==> src/rtl/wdk_pkg.sv <==
package wdk_pkg;
  localparam logic [7:0] KEY_RESTART = 8'hAC;
  localparam logic [7:0] STAT_RUN    = 8'h9A;
  localparam logic [7:0] STAT_IDLE   = 8'h1A;

  typedef struct packed {
    logic restart;
    logic cntClr;
    logic readHit;
  } ctrlStrb_t;
endpackage

==> src/rtl/wdt_key_ctrl.sv <==
module wdt_key_ctrl
  import wdk_pkg::*;
#(
  parameter int ADDR_W = 8,
  parameter logic [ADDR_W-1:0] REG_ADDR = 'h9B
) (
  input  logic              clk,
  input  logic              rstN,
  input  logic [ADDR_W-1:0] busAddr,
  input  logic              busWr,
  input  logic              busRd,
  input  logic [7:0]        busWdata,
  input  logic              busBitOp,
  input  logic              srcClkOn,
  input  logic              ovfHit,
  output ctrlStrb_t         strb,
  output logic              wdtRstReq
);
  logic regHit, wrAccess, badAccess, fire, reqNext, pendQ;

  assign regHit    = (busAddr == REG_ADDR);
  assign wrAccess  = regHit & busWr;
  assign badAccess = (regHit & busBitOp & (busWr | busRd)) |
                     (wrAccess & (busWdata != KEY_RESTART));

  // A fault fires only while the source clock runs and no pulse is active.
  assign fire    = srcClkOn & (pendQ | badAccess) & !wdtRstReq;
  assign reqNext = fire | (ovfHit & !wdtRstReq);

  assign strb.restart = wrAccess & !busBitOp & (busWdata == KEY_RESTART);
  assign strb.cntClr  = reqNext | ovfHit;
  assign strb.readHit = regHit & busRd;

  always_ff @(posedge clk) begin
    if (!rstN) begin
      pendQ     <= 1'b0;
      wdtRstReq <= 1'b0;
    end else begin
      pendQ     <= (pendQ | badAccess) & !fire;
      wdtRstReq <= reqNext;
    end
  end
endmodule

==> src/rtl/wdt_key_dp.sv <==
module wdt_key_dp
  import wdk_pkg::*;
#(
  parameter int CNT_W = 16
) (
  input  logic             clk,
  input  logic             rstN,
  input  logic             cfgRunEn,
  input  logic             srcClkOn,
  input  logic [CNT_W-1:0] ovfLimit,
  input  ctrlStrb_t        strb,
  output logic             ovfHit,
  output logic [7:0]       busRdata
);
  logic [CNT_W-1:0] count;
  logic             tick;

  assign tick   = cfgRunEn & srcClkOn;
  assign ovfHit = tick & (count == ovfLimit) & !strb.restart;

  always_ff @(posedge clk) begin
    if (!rstN)
      count <= '0;
    else if (strb.restart || strb.cntClr)
      count <= '0;
    else if (tick)
      count <= count + 1'b1;
  end

  assign busRdata = strb.readHit ? (cfgRunEn ? STAT_RUN : STAT_IDLE) : 8'h00;
endmodule

==> src/rtl/wdt_key_guard.sv <==
module wdt_key_guard
  import wdk_pkg::*;
#(
  parameter int ADDR_W = 8,
  parameter logic [ADDR_W-1:0] REG_ADDR = 'h9B,
  parameter int CNT_W = 16
) (
  input  logic              clk,
  input  logic              rstN,
  input  logic [ADDR_W-1:0] busAddr,
  input  logic              busWr,
  input  logic              busRd,
  input  logic [7:0]        busWdata,
  input  logic              busBitOp,
  input  logic              cfgRunEn,
  input  logic              srcClkOn,
  input  logic [CNT_W-1:0]  ovfLimit,
  output logic [7:0]        busRdata,
  output logic              wdtRstReq
);
  ctrlStrb_t strb;
  logic      ovfHit;

  wdt_key_ctrl #(.ADDR_W(ADDR_W), .REG_ADDR(REG_ADDR)) u_ctrl (
    .clk(clk), .rstN(rstN), .busAddr(busAddr), .busWr(busWr), .busRd(busRd),
    .busWdata(busWdata), .busBitOp(busBitOp), .srcClkOn(srcClkOn),
    .ovfHit(ovfHit), .strb(strb), .wdtRstReq(wdtRstReq)
  );

  wdt_key_dp #(.CNT_W(CNT_W)) u_dp (
    .clk(clk), .rstN(rstN), .cfgRunEn(cfgRunEn), .srcClkOn(srcClkOn),
    .ovfLimit(ovfLimit), .strb(strb), .ovfHit(ovfHit), .busRdata(busRdata)
  );
endmodule

==> config.mk <==
export PLATFORM = sky130hd
export DESIGN_NAME = wdt_key_guard
export DESIGN_NICKNAME = d
export VERILOG_FILES = /design/src/rtl/wdk_pkg.sv /design/src/rtl/wdt_key_ctrl.sv /design/src/rtl/wdt_key_dp.sv /design/src/rtl/wdt_key_guard.sv
export SDC_FILE = /design/constraint.sdc
export NUM_CORES = 1
export LEC_CHECK = 0
export BUFFER_PORTS_ARGS = -buffer_cell sky130_fd_sc_hd__buf_2
export CAP_MARGIN = 25
export CORE_UTILIZATION = 45
export DETAILED_ROUTE_END_ITERATION = 10
export PLACE_DENSITY = 0.73
export SLEW_MARGIN = 0
export SYNTH_ARGS = -nofsm -noshare
export SYNTH_HDL_FRONTEND = slang
export SYNTH_SLANG_ARGS = --single-unit
==> constraint.sdc <==
create_clock -name clk -period 2.7 [get_ports clk]
set_clock_uncertainty 0.2 [all_clocks]
set_input_delay 0.54 -clock clk [delete_from_list [all_inputs] [get_ports clk]]
set_output_delay 0.54 -clock clk [all_outputs]
set_load 0.005 [all_outputs]
==> key figures, run 1 <==
CTS
  – Clock sink count: 18
  – Post_cts resized: 0
  – Clock Tree Buf Depth: 2
  – CTS H-tree depth: 1
  – Root Buffer: clkbuf_4
  – Hold_buf cts: 0
  – Post-CTS setup buffers: 0
  – Clock slew at reported path FFs: ~0.10 ns
  – TritonCTS Buffers: 3
  – TritonCTS clock tree: done
  – Clk Latency, worst-skew pair: slightly below 0.3 ns

Synthesis
  – #FFs+latches synth: 18
  – Synth Warn #: 0
  – Largest family of logic cells by synthesized area: simple AND/OR/NAND/NOR gates
  – Post-synth EDFFs: 0
  – Unique cell type count in the Yosys netlist: 32
  – Area share of fa/ha/maj cells after synthesis: under 10%
  – Post-synthesis sequential area ratio: 31.9%
  – Synth Area in Simple Gates: roughly 31%
  – Largest cells by area after synthesis: dfxtp_1 32%, xor2_1 18%, nor3_1 8.0%
  – Synth Flop Type: dfxtp_1
  – Synth Area in Compound Gates: between 3 and 4%
  – Mapped Cells: between 100 and 150
  – Share of the synthesized area in the top cell type: between 30% and 40%
  – Cell taking the most area after synthesis: dfxtp_1
  – Syn_area_per_cell: roughly 8.9 sq um
  – Xor and xnor area share after synthesis: about a quarter
  – Top post-synthesis cells by count: 23 x xor2_1, 18 x dfxtp_1, 18 x nor3_1, 11 x nand2_1, 8 x xnor2_1
  – Count leader, synth: xor2_1
  – FFs w/ async S/R, synth: 0%
  – Netlist Area Pre-Place: approximately 1100 sq um
  – Post-synthesis mux area share: less than 1%

Timing
  – Crit share post-route: approximately three quarters
  – Final Hold Viols: 0
  – F_max: 486 MHz
  – Setup TNS: 0 ns
  – Unrepaired setup endpoints after global routing: no
  – Min Tclk post-route: roughly 2 ns
  – Final Slew Violations: 0
  – Final Setup Violations: 0

Global routing
  – Largest net degree at the start of global routing: 11
  – First-pass GRT wire length: about 4000 um
  – Grt total ovfl: 0
  – GR Util All Layers: between 20% and 30%
  – Initial antenna violation count: 0
  – Vias in the first global route: between 900 and 1000

Die
  – Die width: ~52 um
  – Core footprint: between 2000 and 2500 sq um
  – Starting density of the core: about half
  – I/O pin cnt: 48
  – FP Rows: 17
  – Die area: between 2000 and 3000 sq um
  – Die Height: roughly 52 um

Drt
  – Drt wl/cell: ~12 um
  – DR vias/cell: between 5 and 6
  – Metal-1 WL: 1110 um
  – Routed via count: 1020
  – DR WL met3: about 140 um
  – Iter 0 DRT Violations: 18
  – DR top layer: met4
  – Router iterations before antenna repair: 4
  – Drt drc: 0
  – ANT nets after route: 0
  – Post-Route WL: between 2000 and 2500 um
  – Wire length on met2: between 1000 and 1500 um

Worst setup path
  – CP Max Fanout: 3
  – Setup CP Type: input pin to primary output
  – RR Startpoint: u_dp.count[0]
  – R2r setup slk: ~0.77 ns
  – Critical Path Source: busAddr[6]
  – Type of origin of the critical path: input pin
  – Reg2reg end: u_dp.count[10]
  – Crit path required time: ~2.0 ns
  – Critical Path Sink Type: primary output
  – Reg2reg path depth: 6
  – Worst EP arrival: between 1 and 1.5 ns

Power
  – Max IR drop VDD: around 0.24 mV
  – Power per cell area: around 360 nW/um^2
  – Pwr Total: 0.000499 W
  – P_leak: about 0.6 nW

Outcome
  – Status: finished, final reports clean

Placed design
  – I/O Buffers: 43
  – Post-DP HPWL: slightly below 2000 um
  – Routability cong.: 0.780

Layout
  – Ant diodes: 0
  – Flip-flop and latch area: between 300 and 400 sq um
  – Multi-input gate area: 696 sq um
  – # fillers: 219
  – Share of layout cells above drive strength 1: 33.9%
  – Net count reported at finish: between 200 and 250
  – Area grow syn2layout: 22.0%

Worst hold path
  – HP Start: rstN
  – Hold EP: u_ctrl.pendQ
  – Hold Path Stages: 3
  – Min-Delay Path Class: input pin to flop

Run
  – Max-cap violations: 0
[metal layers]
metal / track usage, % / up-vias
met5: 0 / -
met4: 4.05 / 0
met3: 5.26 / 2
met2: 35.0 / 33
met1: 24.6 / 460
li1: - / 525
[stage by stage]
step	area [sq um]	utilization [%]	instances	worst slack, ns	hold WS (ns)
finish	1380	59.9	199	0.642	0.276
global route	1380	59.9	199	0.560	0.277
CTS	1380	59.9	199	0.640	0.276
detailed placement	1340	58.3	195	0.480	0.287
global placement	1340	58.3	195	0.549	0.282
floorplan	1140	-	130	0.778	0.259
[where the power goes]
group	total, W	internal (W)	leakage [nW]	switching (W)
combinational	0.0000633	0.0000350	0.442	0.0000283
clock	0.000165	0.0000822	0.0210	0.0000832
sequential	0.000270	0.000267	0.145	0.00000271
total	0.000499	0.000385	0.608	0.000114
[worst max path at each step]
stage / end / depth (start not counted)
6_report: busRdata[3] / 5
5_1_grt: busRdata[3] / 5
4_1_cts: busRdata[3] / 5
3_5_place_dp: u_dp.count[15] / 7
3_3_place_gp: u_dp.count[14] / 7
2_1_floorplan: u_dp.count[5] / 6
[cells in the final DEF (no fill, tap or decap), types with 2 or more instances in the layout]
master | netlist | layout
nor2_1 | 4 | 4
nand4_1 | 5 | 5
buf_4 | 6 | 3
inv_1 | 3 | 3
nand2_1 | 11 | 11
buf_2 | 0 | 43
and2_1 | 2 | 2
and3_1 | 2 | 2
dfxtp_1 | 18 | 18
clkbuf_4 | 0 | 3
conb_1 | 1 | 4
xor2_1 | 23 | 23
nand3_1 | 5 | 5
xnor2_1 | 8 | 8
nor4_1 | 2 | 2
nor3_1 | 18 | 18
[registers in the layout, indices dropped and copies added (netlist names)]
| register | count |
|---|---|
| u_ctrl.pendQ | 1 |
| u_ctrl.wdtRstReq | 1 |
| u_dp.count | 16 |
[critical path, stage by stage]
cell	delay, ns
buf_2	0.09
nand4bb_1	0.20
nor2_1	0.19
and2_1	0.18
buf_2	0.12
[layout make-up]
class	count	share of cell area, %
Timing Repair Buffer	46	17.3
Clock buffer	4	2.64
Sequential cell	18	26.2
Multi-Input combinational cell	100	50.5
Inverter	3	0.818
Tap cell	28	2.55
[cells by family after synthesis]
| kind of cell | after synthesis |
|---|---|
| AND/OR/NAND/NOR | 59 |
| XOR/XNOR | 31 |
| flip-flops | 18 |
| buffers and inverters | 12 |
| AO/OA/AOI/OAI | 4 |
| adder cells (fa/ha/maj) | 1 |
| other | 1 |
| multiplexers | 1 |
(Power assumes the default switching activity.)
==> inputs of run 2 (changes only) <==
Settings changed: CORE_UTILIZATION 45 to 42, PLACE_DENSITY 0.73 to 0.72.
Clock period 2.7 ns to 1.78 ns, I/O delays scaled along.
==> run 2 against run 1 <==
The flow now finishes with violations (negative setup slack). Flip-flop and latch count unchanged. Core utilization up 8.9 points. Register-to-register slack worse by 0.82 ns. Power up 59%. Combinational power up 100%. Setup slack worse by 0.70 ns. First-iteration DRC count down 33%. Die area up 6.9%. Wire length up 37%. Clock power up 57%. Sequential share of layout area down 4.4 points. Via count up 15%. Largest cell class unchanged. Highest routed layer unchanged.
==> key figures, run 2 (synthesis gave the netlist of run 1 again) <==
Power
  – P_leak: 0.768 nW (+26%)
  – Sw Pwr: 0.000198 W (+73%)
  – Max IR drop VDD: 0.581 mV (+140%)
  – Sw Ratio: 25.0% (+2.1 points)
  – Reg power frac: 51.1% (-3.0 points)
  – Comb pwr share: 16.2% (+3.5 points)
  – Int Pwr: 0.000595 W (+55%)
  – Clock share of power: 32.7% (-0.5 points)
  – Power per cell area: 461 nW/um^2 (+27%)

Layout
  – Net count reported at finish: 235 (+11%)
  – Flip-flop and latch area: 374 sq um (+3.8%)
  – Largest register FFs: 16 (unchanged)
  – Share of layout cells above drive strength 1: 56.7% (+23 points)
  – Design Area, Final: 1720 sq um (+25%)
  – Ant diodes: 0 (unchanged)
  – Top Registers: u_dp.count: 16 flops, u_ctrl.pendQ: 1 flops, u_ctrl.wdtRstReq: 1 flops
  – Most flop-heavy register: u_dp.count
  – Multi-input gate area: 847 sq um (+22%)
  – Most frequent cells in the layout: 43 x buf_2, 25 x buf_4, 21 x xor2_1, 11 x nor3_2, 11 x dfxtp_1
  – Commonest non-fill, non-tap cell in the layout: buf_2
  – Area grow syn2layout: 52.4%
  – # fillers: 194 (-11%)

Drt
  – Drt wl/cell: 14.5 um (+22%)
  – ANT nets after route: 0 (unchanged)
  – Iter 0 DRT Violations: 12 (-6)
  – Drt drc: 0 (unchanged)
  – DR vias/cell: 5.26 (+2.6%)
  – Router iterations before antenna repair: 4 (unchanged)
  – Routed via count: 1178 (+15%)
  – Post-Route WL: 3260 um (+37%)

CTS
  – Hold_buf cts: 0 (unchanged)
  – CTS H-tree depth: 1 (unchanged)
  – Clock slew at reported path FFs: 0.11 ns (about the same)
  – Clk Latency, worst-skew pair: 0.30 ns (about the same)
  – Clock sink count: 18 (unchanged)
  – TritonCTS Buffers: 3 (unchanged)
  – Root Buffer: clkbuf_4
  – TritonCTS clock tree: done
  – Clock Tree Buf Depth: 2 (unchanged)

Timing
  – Min Tclk post-route: about 1.8 ns
  – Crit share post-route: 103%
  – F_max: approximately 550 MHz
  – Final Slew Violations: 0 (unchanged)
  – Final Hold Viols: 0 (unchanged)
  – Unrepaired setup endpoints after global routing: yes
  – Post-route setup slack: -0.0534 ns (-0.696 ns)
  – Final Setup Violations: 16 (+16)
  – Hold_ws: 0.0787 ns (-0.197 ns)

Placed design
  – I/O Buffers: 43 (unchanged)
  – Post-DP Area: 1460 sq um (+9.1%)
  – Post-DP HPWL: 2290 um (+19%)
  – Routability cong.: 0.823 (+5.6%)

Worst setup path
  – Setup CP Type: flop to flop
  – Critical Path, Cell by Cell: xor2_1 -> nor4_1 -> nand3_1 -> nor4_4 -> buf_6 -> a31o_4
  – Critical Path Source: u_dp.count[5]
  – CP Max Fanout: 6 (+3)
  – Type of origin of the critical path: flop
  – Critical Path Sink Type: flop
  – Crit path required time: 1.83 ns (-0.13 ns)
  – Worst EP arrival: 1.89 ns (+0.57 ns)
  – R2r setup slk: -0.05 ns (-0.82 ns)
  – RR Startpoint: u_dp.count[5]
  – Setup crit end: u_ctrl.wdtRstReq
  – Reg2reg end: u_ctrl.wdtRstReq
  – Slowest cell on crit path: dfxtp_4
  – Reg2reg path depth: 6 (unchanged)
  – Slowest stage delay, CP: 0.37 ns (+0.17 ns)

Die
  – Starting density of the core: 45.1% (-4.0 points)
  – Die width: 53.8 um (+3.4%)
  – FP Rows: 18 (+1)
  – Die Height: 53.8 um (+3.4%)
  – Core footprint: 2500 sq um (+8.8%)
  – I/O pin cnt: 48 (unchanged)
  – Die area: 2900 sq um (+6.9%)

Global routing
  – First-pass GRT wire length: 4330 um (+9.4%)
  – Largest net degree at the start of global routing: 11 (unchanged)
  – Grt total ovfl: 0 (unchanged)
  – Vias in the first global route: 1010 (+7.1%)
  – Initial antenna violation count: 0 (unchanged)
  – GR Util All Layers: 21.2% (+1.0 points)

Worst hold path
  – Min-Delay Path Class: input pin to flop

Outcome
  – Failing checks: negative setup slack
  – Status: finished, violations left

Run
  – Max-cap violations: 0 (unchanged)
-- run 2: cell type report --
type	count	area share, %
flip-flops and latches	18	21.7
inverters	3	0.655
repair buffers	69	24.1
well taps	30	2.18
clock buffers	4	2.11
multi-input cells	100	49.2
-- run 2: worst min-delay path by stage --
stage                           startpoint               end  slack (ns)  cells after the start
final                                 rstN      u_ctrl.pendQ        0.08                      3
after global routing                  rstN      u_ctrl.pendQ        0.08                      3
after CTS                             rstN      u_ctrl.pendQ        0.08                      3
after detailed placement  u_ctrl.wdtRstReq  u_ctrl.wdtRstReq        0.33                      2
after global placement    u_ctrl.wdtRstReq  u_ctrl.wdtRstReq        0.32                      2
after floorplan               u_ctrl.pendQ      u_ctrl.pendQ        0.26                      2
-- run 2: critical path, delay by kind of cell, from the launching register on --
kind,cells,cell delay [ns]
simple gates,3,0.67
xor+xnor,1,0.17
compound gates,1,0.16
buf+inv,1,0.21
flops,1,0.37
-- run 2: power groups by stage --
stage / clock network [W] / registers, W / logic [W]
final: 0.000259 / 0.000405 / 0.000129
after global routing: 0.000283 / 0.000405 / 0.000140
after CTS: 0.000264 / 0.000408 / 0.000113
after detailed placement: 0 / 0.000417 / 0.000112
after global placement: 0 / 0.000417 / 0.000107
after floorplan: 0 / 0.000418 / 0.0000515
-- run 2: metal layers --
layer	wire length, um	vias up	track usage (%)
li1	-	568	-
met1	1290	560	23.4
met2	1720	43	38.9
met3	201	7	5.93
met4	53	0	5.70
met5	0	-	0
-- run 2: repair_timing --
action | in CTS | in global routing
cloned | 0 | 0
gates resized for setup | 4 | 33
setup buffers | 0 | 7
endpoints found under the setup margin | 11 | 21
pin swaps | 0 | 19
-- run 2: metrics by stage --
stage                     util (%)  worst slack [ns]  power [W]  cells  TNS, ns
after CTS                     60.5           -0.0393   0.000785    217  -0.0463
after detailed placement      58.5            -0.148   0.000529    213    -1.98
after global routing          68.8           -0.0988   0.000828    224    -1.10
after global placement        58.5           -0.0754   0.000524    213    -1.19
final                         68.8           -0.0534   0.000793    224   -0.200
after floorplan                  -            0.0416   0.000470    130        0
==> inputs of run 3 (changes only) <==
Settings changed: ABC_AREA set to 1, CORE_UTILIZATION 42 to 45, PLACE_DENSITY 0.72 to 0.71.
==> run 3 against run 2 <==
The run now ends clean. Final cell count grew 60%. Final area up 7.3%. Clock power hardly changed. Synthesized cell count increased by 110%. Sequential share of layout area decreased by 2.1 points. First-iteration DRC count grew to 7.8 times the previous value. Highest routed layer unchanged.
==> key figures, run 3 <==
Timing
  – Post-route setup slack: 0.131 ns (+0.185 ns)
  – Final Setup Violations: 0 (-16)
  – Final Hold Viols: 0 (unchanged)
  – Final Slew Violations: 0 (unchanged)
  – Crit share post-route: 92.6% (-10 points)
  – F_max: 607 MHz (+11%)
  – Setup TNS: 0 ns (+0.200 ns)
  – Min Tclk post-route: 1.65 ns (-0.185 ns)

Placed design
  – Placed cells: 353 (+66%)
  – Post-DP HPWL: 2630 um (+15%)
  – Routability cong.: 0.850 (+3.2%)
  – Dpl ws: 0.0132 ns (+0.162 ns)
  – I/O Buffers: 43 (unchanged)

Worst setup path
  – CP Max Fanout: 3 (-3)
  – Slowest stage delay, CP: 0.16 ns (-0.21 ns)
  – WP buf/inv: 2 (+1)
  – Setup CP Type: input pin to primary output
  – Top cell family by delay on the critical path: simple AND/OR/NAND/NOR gates
  – Worst EP arrival: 1.09 ns (-0.80 ns)
  – Critical Path, Cell by Cell: buf_2 -> nor2_1 -> nand3_1 -> nor2_2 -> and3_1 -> buf_2
  – Type of origin of the critical path: input pin
  – Slowest cell on crit path: and3_1
  – Critical Path Sink Type: primary output
  – Crit path required time: 1.22 ns (-0.61 ns)
  – Most used cell, CP: buf_2

Drt
  – Routed via count: 1567 (+33%)
  – Drt wl/cell: 8.82 um (-39%)
  – Post-Route WL: 3160 um (-3.1%)
  – Drt drc: 0 (unchanged)
  – ANT nets after route: 0 (unchanged)
  – DR vias/cell: 4.38 (-17%)
  – Iter 0 DRT Violations: 93 (+81)
  – Router iterations before antenna repair: 6 (+2)

Die
  – FP Rows: 20 (+2)
  – I/O pin cnt: 48 (unchanged)
  – Die area: 3650 sq um (+26%)
  – Die Height: 60.5 um (+12%)
  – Starting density of the core: 48.8% (+3.6 points)
  – Core footprint: 3150 sq um (+26%)
  – Die width: 60.5 um (+12%)

Power
  – Pwr Total: 0.000815 W (+2.7%)
  – Power per cell area: 441 nW/um^2 (-4.3%)
  – Max IR drop VDD: 0.277 mV (-52%)
  – P_leak: 0.981 nW (+28%)

CTS
  – TritonCTS Buffers: 3 (unchanged)
  – Clock Tree Buf Depth: 2 (unchanged)
  – Clock sink count: 18 (unchanged)
  – Clock slew at reported path FFs: 0.11 ns (about the same)
  – Clk Latency, worst-skew pair: 0.30 ns (about the same)
  – TritonCTS clock tree: done
  – Root Buffer: clkbuf_4
  – CTS H-tree depth: 1 (unchanged)

Global routing
  – GRT met2 Usage: 32.3% (-6.5 points)
  – Largest net degree at the start of global routing: 17 (+6)
  – Grt total ovfl: 0 (unchanged)
  – Grt met3 use: 2.13% (-3.8 points)
  – First-pass GRT wire length: 5140 um (+19%)
  – Vias in the first global route: 1288 (+28%)
  – Most used routing layer: met2
  – Initial antenna violation count: 0 (unchanged)
  – Met1 usage: 24.3% (+0.87 points)
  – GR Util All Layers: 18.8% (-2.3 points)

Synthesis
  – Post-synth EDFFs: 0 (unchanged)
  – Largest cells by area after synthesis: dfxtp_1 23%, nand2_1 19%, inv_1 13%
  – Cell taking the most area after synthesis: dfxtp_1
  – FFs w/ async S/R, synth: 0% (unchanged)
  – Syn_area_per_cell: 5.78 sq um (-35%)
  – #FFs+latches synth: 18 (unchanged)
  – Count leader, synth: nand2_1
  – Top post-synthesis cells by count: 79 x nand2_1, 54 x inv_1, 34 x nor2_1, 18 x dfxtp_1, 17 x nor2_2
  – Netlist Area Pre-Place: 1540 sq um (+36%)
  – Share of the synthesized area in the top cell type: 23.4% (-8.5 points)
  – Synth Flop Type: dfxtp_1
  – Post-synthesis sequential area ratio: 23.4% (-8.5 points)
  – Synth Warn #: 0 (unchanged)
  – Unique cell type count in the Yosys netlist: 27 (-16%)
  – Mapped Cells: 266 (+110%)

Layout
  – Multi-input gate area: 926 sq um (+9.3%)
  – Commonest non-fill, non-tap cell in the layout: nand2_1
  – Final Non-Filler Cells: 358 (+60%)
  – Net count reported at finish: 355 (+51%)
  – # fillers: 352 (+81%)
  – Area grow syn2layout: 20.1%
  – Ant diodes: 0 (unchanged)
  – Share of layout cells above drive strength 1: 26.8% (-30 points)
  – Flip-flop and latch area: 363 sq um (-3.0%)
  – Most flop-heavy register: u_dp.count
  – Utilization after layout: 58.6% (-10 points)
  – Top Registers: u_dp.count: 16 flops, u_ctrl.pendQ: 1 flops, u_ctrl.wdtRstReq: 1 flops
  – Largest register FFs: 16 (unchanged)
  – Most frequent cells in the layout: 77 x nand2_1, 54 x inv_1, 43 x buf_2, 34 x nor2_1, 17 x nor2_2

Outcome
  – Status: finished, final reports clean

Run
  – Max-cap violations: 0 (unchanged)

Worst hold path
  – Min-Delay Path Class: input pin to flop
-- run 3: cell count changes after synthesis, moves of 3 or more --
| cell | change |
|---|---|
| inv_1 | +51 |
| nand2_2 | +3 |
| nand2_1 | +68 |
| nand3_1 | +11 |
| nor2_1 | +30 |
| xor2_1 | -14 |
| a21oi_1 | +3 |
| nor2_2 | +17 |
| xnor2_1 | -7 |
| o21ai_0 | +4 |
| nor3_1 | -14 |
-- run 3: worst reg2reg max path, stage by stage (launching register included) --
cell     delay, ns
dfxtp_2       0.35
ha_1          0.14
inv_1         0.07
nor3_4        0.16
nand3_2       0.13
nor2_4        0.19
nand2_2       0.07
nand2_1       0.06
inv_1         0.04
nor2_1        0.08
nor2_1        0.05
-- run 3: layout make-up --
| class | instances | area share (%) |
|---|---|---|
| inverters | 57 | 11.6 |
| clock buffers | 4 | 1.96 |
| multi-input cells | 187 | 50.1 |
| well taps | 44 | 2.98 |
| flip-flops and latches | 18 | 19.6 |
| repair buffers | 48 | 13.7 |
-- run 3: metal layers --
metal  share of wire [%]  vias up
met2                  45       37
met1                  48      653
met5                   0        -
met4                 1.5        0
li1                    -      873
met3                 5.1        4
-- run 3: worst paths after layout --
check	start	endpoint	slack [ns]	cells after the start
max	busAddr[5]	busRdata[7]	0.13	6
min	rstN	u_ctrl.pendQ	0.1	3
max reg2reg	u_dp.count[1]	u_dp.count[10]	0.13	10
min reg2reg	u_ctrl.wdtRstReq	u_ctrl.wdtRstReq	0.38	3
-- run 3: timing repair --
action                     CTS  global route
setup endpoints to repair    0            16
setup buffers                0             1
resized for setup            0             5
hold buffers                 0             0
-- run 3: metrics by stage --
stage	hold slack, ns	area, sq um
after global routing	0.107	1850
after global placement	0.346	1790
after floorplan	0.282	1550
after CTS	0.0896	1830
after detailed placement	0.361	1790
final	0.0950	1850
-- run 3: power by group --
part           internal [W]  total [W]  switching [W]
clock              0.000125   0.000259       0.000134
sequential         0.000406   0.000408     0.00000182
combinational     0.0000645   0.000148      0.0000831
total              0.000595   0.000815       0.000219
-- run 3: cell families after synthesis --
kind of cell	Yosys count	synth area share, %
AO/OA/AOI/OAI	7	2.28
XOR/XNOR	10	5.70
AND/OR/NAND/NOR	165	49.7
flip-flops	18	23.4
other	1	0.244
adder cells (fa/ha/maj)	1	0.814
buffers and inverters	64	17.8
